[src/rtl/lockarb_pkg.sv]
package lockarb_pkg;

    // Arbiter tenure states
    typedef enum logic [1:0] {
        ST_IDLE   = 2'd0,
        ST_OWNED  = 2'd1,
        ST_LOCKED = 2'd2
    } arb_state_e;

endpackage

[src/rtl/lockarb_prio_pick.sv]
// Fixed-priority picker: the lowest set index wins.
module lockarb_prio_pick #(
    parameter int N = 4
) (
    input  logic [N-1:0] req,
    output logic [N-1:0] pick,
    output logic         any
);

    logic [N:0] seen;

    assign seen[0] = 1'b0;

    generate
        for (genvar i = 0; i < N; i++) begin : g_chain
            assign pick[i]   = req[i] & ~seen[i];
            assign seen[i+1] = seen[i] | req[i];
        end
    endgenerate

    assign any = seen[N];

endmodule

[src/rtl/lockarb_owner_lock.sv]
// Reduces the lock lines to the one belonging to the current owner.
module lockarb_owner_lock #(
    parameter int N = 4
) (
    input  logic [N-1:0] grant,
    input  logic [N-1:0] lock,
    output logic         owner_locked
);

    logic [N-1:0] masked;

    generate
        for (genvar i = 0; i < N; i++) begin : g_mask
            assign masked[i] = grant[i] & lock[i];
        end
    endgenerate

    assign owner_locked = |masked;

endmodule

[src/rtl/bus_lock_arbiter.sv]
module bus_lock_arbiter #(
    parameter int N_MASTERS = 4
) (
    input  logic                 clk,
    input  logic                 rst_n,
    input  logic [N_MASTERS-1:0] req_i,
    input  logic [N_MASTERS-1:0] lock_i,
    input  logic                 done_i,
    output logic [N_MASTERS-1:0] grant_o
);

    import lockarb_pkg::*;

    localparam logic [N_MASTERS-1:0] NO_GRANT = '0;

    arb_state_e           state_q, state_d;
    logic [N_MASTERS-1:0] grant_q, grant_d;
    logic [N_MASTERS-1:0] winner;
    logic                 any_req;
    logic                 owner_locked;
    logic                 rearb;

    lockarb_prio_pick #(.N(N_MASTERS)) u_pick (
        .req  (req_i),
        .pick (winner),
        .any  (any_req)
    );

    lockarb_owner_lock #(.N(N_MASTERS)) u_olock (
        .grant        (grant_q),
        .lock         (lock_i),
        .owner_locked (owner_locked)
    );

    // State register
    always_ff @(posedge clk) begin
        if (!rst_n) begin
            state_q <= ST_IDLE;
            grant_q <= NO_GRANT;
        end else begin
            state_q <= state_d;
            grant_q <= grant_d;
        end
    end

    // Transition logic
    always_comb begin
        state_d = state_q;
        rearb   = 1'b0;
        unique case (state_q)
            ST_IDLE: begin
                if (any_req) begin
                    rearb   = 1'b1;
                    state_d = ST_OWNED;
                end
            end
            ST_OWNED: begin
                if (owner_locked) begin
                    state_d = ST_LOCKED;
                end else if (done_i) begin
                    rearb   = 1'b1;
                    state_d = any_req ? ST_OWNED : ST_IDLE;
                end
            end
            ST_LOCKED: begin
                if (!owner_locked) begin
                    rearb   = 1'b1;
                    state_d = any_req ? ST_OWNED : ST_IDLE;
                end
            end
            default: begin
                state_d = ST_IDLE;
            end
        endcase
    end

    // Output logic
    always_comb begin
        grant_d = grant_q;
        if (rearb) begin
            grant_d = winner;
        end
        if (state_d == ST_IDLE) begin
            grant_d = NO_GRANT;
        end
    end

    assign grant_o = grant_q;

endmodule

[config.mk]
export PLATFORM = sky130hd
export DESIGN_NAME = bus_lock_arbiter
export DESIGN_NICKNAME = d
export VERILOG_FILES = /design/src/rtl/lockarb_pkg.sv /design/src/rtl/lockarb_prio_pick.sv /design/src/rtl/lockarb_owner_lock.sv /design/src/rtl/bus_lock_arbiter.sv
export SDC_FILE = /design/constraint.sdc
export NUM_CORES = 1
export LEC_CHECK = 0
export ABC_AREA = 1
export CAP_MARGIN = 20
export CORE_MARGIN = 4
export CORE_UTILIZATION = 30
export CTS_CLUSTER_DIAMETER = 80
export CTS_CLUSTER_SIZE = 16
export DETAILED_ROUTE_END_ITERATION = 12
export GPL_ROUTABILITY_DRIVEN = 0
export PLACE_DENSITY_LB_ADDON = 0.05
export SLEW_MARGIN = 20
export SYNTH_ARGS = -nofsm -noshare
export SYNTH_HDL_FRONTEND = slang
export SYNTH_HIERARCHICAL = 1
export SYNTH_SLANG_ARGS = --single-unit
[constraint.sdc]
create_clock -name clk -period 3.2 [get_ports clk]
set_input_delay 0.96 -clock clk [delete_from_list [all_inputs] [get_ports clk]]
set_output_delay 0.96 -clock clk [all_outputs]
set_load 0.05 [all_outputs]
; After elaboration in Yosys (flattened, before gate mapping)
; Index checks and enable logic that the tools add are counted.
[classes]
n_eq_ne = 2
mux = 11
n_bitwise = 14
reduce_logical = 4
[op_table]
columns = op, n
row1 = $mux 2, 4
row2 = $and 1x1->1, 7
row3 = $pmux 2 s3, 1
row4 = $mux 1, 5
row5 = $logic_not 2->1, 2
row6 = $not 1->1, 4
row7 = $reduce_or 4->1, 1
row8 = $or 1x1->1, 3
row9 = $pmux 1 s3, 1
row10 = $eq 2x1->1 const B, 1
row11 = $eq 2x2->1 const B, 1
row12 = $reduce_or 2->1, 1
[totals]
reg_bits = 6
input_bits = 11
wordCells = 33
output_inout_bits = 4

; Logic depth before layout (Yosys ltp)
[logic_depth]
ltp_word = 9
mapped_depth = 11
depth_no_buf = 11

; Hierarchy
; The synthesis kept the hierarchy.
[modules_own_cells]
columns = mod, cells_per_inst, n_inst, area_each_um2
row1 = bus_lock_arbiter, 49, 1, 319.1
row2 = lockarb_prio_pick, 10, 1, 46.3
row3 = lockarb_owner_lock, 9, 1, 33.8

; Least setup slack after synthesis
; No wires, ideal clock.
[synth_timing]
kind = in2reg
startpoint = input lock_i[0]
endpoint = register grant_q[0], in the netlist grant_o[0]
required_ns = 3.091
path_slack_ns = 1.419
cell_stages = 11
arrival_ns = 1.672
path_cell_list = nand2_1 nand2_1 inv_1 nand2_1 inv_1 nand3_1 nand3_2 nand2_1 nand2_1 nand2_1 inv_1
[synth_between]
elab_chain_cells = 6
word_cells_on_any_way = 10
classes_between = 6 x mux / 1 x bitwise / 3 x reduce/logical
[synth_rtl]
columns = element, line_no
row1 = "start, declared", bus_lock_arbiter.sv:7  ; input logic [N_MASTERS-1:0] lock_i,
row2 = $and 1x1->1 (*), lockarb_owner_lock.sv:14  ; assign masked[i] = grant[i] & lock[i];
row3 = $reduce_or 4->1 (*), lockarb_owner_lock.sv:18  ; assign owner_locked = |masked;
row4 = named net owner_locked, bus_lock_arbiter.sv:20  ; logic owner_locked;
row5 = $mux 2 (on tied branches), "bus_lock_arbiter.sv:66, bus_lock_arbiter.sv:58"
row6 = $pmux 2 s3, bus_lock_arbiter.sv:50  ; unique case (state_q)
row7 = $logic_not 2->1, bus_lock_arbiter.sv:83  ; if (state_d == ST_IDLE) begin
row8 = $reduce_or 2->1 (no source line), -
row9 = "end signal, assigned", bus_lock_arbiter.sv:42  ; grant_q <= grant_d;
row10 = "end, declared", bus_lock_arbiter.sv:17  ; logic [N_MASTERS-1:0] grant_q, grant_d;
; The timed path passes the listed nets; every way through them passes the cells marked *.
; A chain may end at the register's enable or synchronous reset.

; Final worst setup path
[layout_timing]
startpoint = register grant_q[1], in the netlist grant_o[1]
endpoint = output grant_o[1]
[layout_rtl]
columns = element, line_no
row1 = "end, declared", bus_lock_arbiter.sv:9  ; output logic [N_MASTERS-1:0] grant_o
; No word-level cell between the ends.

==> flow_metrics.tcl <==
set metrics [dict create \
    status "completed" \
    dpl.hpwl_um 740 \
    hold_buffers 0 \
    cts_sinks 6 \
    fin_crit_sh_pct 74.0 \
    clk_latency_ns 0.24 \
    fmax_mhz 422 \
    yosysWarnings 6 \
    cts_resized 0 \
    cts-root-buf "clkbuf_4" \
    drt_iter0_markers 1 \
    synthToLayoutAreaGrowth_pct 43.3 \
    cpPeakStageDelay_ns 0.82 \
    synthAdderAreaFrac_pct 0 \
    pin_count 15 \
    synth-simple-area-share_pct 50.8 \
    total_power_w 0.000221 \
    antenna_found_initial 0 \
    clk_pin_slew_ns 0.04 \
    grt_max_degree 7 \
    max-cap-violations 0 \
    seq_area_um2 120 \
    hold_viol 0 \
    ys_seq_elements 6 \
    vias_per_cell 4.28 \
    slew_viol_final 0 \
    power.leakage_nw 0.315 \
    grt_pass1_vias 395 \
    synth_xor_area_share_pct 0 \
    critPathBufInv 1 \
    n_antenna_cell 0 \
    rsz0062_at_grt "false" \
    ys_seq_area_share_pct 30.1 \
    first_pass_iters 4 \
    synth_top_family_by_area "simple AND/OR/NAND/NOR gates" \
    slew_headroom_pct 66.3 \
    cp_slowest_cell "clkdlybuf4s50_1" \
    critPathMaxFanout 3 \
    syn_inst 68 \
    final_layout_size_suffix_gt1_share_pct 11.9 \
    skew_ns 0.00199 \
    io_buffers 14 \
    dp_cells 95 \
    arrival_ns 1.41 \
    critPathCaptureType "primary output" \
    crit_chain "clkdlybuf4s50_1" \
    crit_family "buffers and inverters" \
    core_area_mm2 0.00117 \
    wl_per_cell_um 9.11 \
    fin_nets 97 \
    nFillCells 135 \
    post_cts_buffers 0 \
    clockBufferDepth 2 \
    die_area_mm2 0.00198 \
    powerDensity_mw_per_mm2 386 \
    final.min_clock_period_ns 2.37 \
    synth.distinct_cells 15 \
    route.detailed.drc 0 \
    multi_input_area_um2 215 \
    die_x_um 44.5 \
    synth_compound_area_share_pct 3.13 \
    wl_um 893 \
    overflow 0 \
    grt_usage_pct 10.2 \
    initial_core_util_pct 34.1 \
    critical_path_class "reg2out" \
    synth_area_um2 399 \
    numCtsBuffers 3 \
    holdCritPathClass "reg2reg" \
    tightest_slew_ns 0.503 \
    vias 419 \
    grt_pass1_wl_mm 1.50 \
    synthMuxAreaShare_pct 0 \
    ir_drop_uv 267 \
    finalSetupViolCount 0 \
    fin_util_pct 48.8 \
    synth_nets 79 \
    rows 12 \
    syn_area_per_cell_um2 5.87 \
    stdcell_count 98 \
    ant_nets 0 \
    die_h_um 44.5 \
    cts_tree "yes" \
    cp-start-kind "flop" \
    critPathRequiredTime_ns 2.24 \
    setup_tns_ns 0 \
    cts-htree-levels 1 \
]
[cell type report]
cell class              count  share of cell area, %
multi-input cells          46                   37.6
well taps                  14                   3.06
repair buffers             14                   24.5
clock buffers               3                   3.94
inverters                  15                   9.85
flip-flops and latches      6                   21.0
[Yosys cell counts]
| master | number | area [um^2] |
|---|---|---|
| nor2_1 | 7 | 26.3 |
| nand4_1 | 4 | 25.0 |
| inv_1 | 13 | 48.8 |
| nand2_1 | 23 | 86.3 |
| inv_2 | 2 | 7.51 |
| nand3_1 | 4 | 20.0 |
| o21bai_1 | 1 | 7.51 |
| nand2_4 | 1 | 11.3 |
| nor2_2 | 1 | 6.26 |
| dfxtp_1 | 6 | 120 |
| nand3_2 | 1 | 10.0 |
| o21ai_0 | 1 | 5.00 |
| nor3_1 | 1 | 5.00 |
| buf_4 | 1 | 7.51 |
| nand2_2 | 2 | 12.5 |
[cell usage in the layout (no fill, tap or decap), drive strengths merged, types with 3 or more instances in the layout]
cell type / count
nand2: 26
inv: 15
clkdlybuf4s50: 14
nor2: 8
dfxtp: 6
nand3: 5
nand4: 4
clkbuf: 3
[worst reg2reg max path, cell delays in order (launching register included)]
cell     delay [ns]
dfxtp_1        0.35
nand2_1        0.06
nand2_1        0.06
inv_1          0.04
nand2_1        0.11
inv_1          0.07
nand3_1        0.19
nand3_2        0.14
nand2_1        0.08
nand2_1        0.05
nand2_1        0.05
inv_1          0.03
[report_power, final]
| part | switching (W) | total, W | leakage, nW | internal [W] |
|---|---|---|---|---|
| clock | 0.0000262 | 0.0000686 | 0.0138 | 0.0000423 |
| combinational | 0.0000391 | 0.0000669 | 0.252 | 0.0000278 |
| sequential | 0.00000497 | 0.0000853 | 0.0491 | 0.0000803 |
[registers in the layout (all words and copies together), names as in the netlist]
register  count
state_q       2
grant_o       4
[per-stage QoR]
step           setup slack (ns)  instance area (um^2)  hold WS [ns]
2_1_floorplan              1.42                   399         0.610
3_3_place_gp              0.821                   549         0.571
3_5_place_dp              0.827                   549         0.571
4_1_cts                   0.804                   572         0.581
5_1_grt                   0.769                   572         0.613
6_report                  0.831                   572         0.579
[cells by family after synthesis]
family | count (synthesis)
flops | 6
simple gates | 44
buf+inv | 16
compound gates | 2
[layer usage]
metal	track usage [%]	wire (um)	vias to the layer above
met3	4.88	44	0
met2	16.0	426	13
met5	0	0	-
met1	12.0	422	167
li1	-	-	239
met4	3.61	0	0
[worst paths after layout]
check	startpoint	to	slack (ns)	cells past startpoint
max	grant_o[1]	grant_o[1]	0.83	1
min	grant_o[0]	grant_o[0]	0.58	4
max reg2reg	grant_o[0]	grant_o[2]	1.87	11
min reg2reg	grant_o[0]	grant_o[0]	0.58	4
Power figures use the tool's default switching activity.
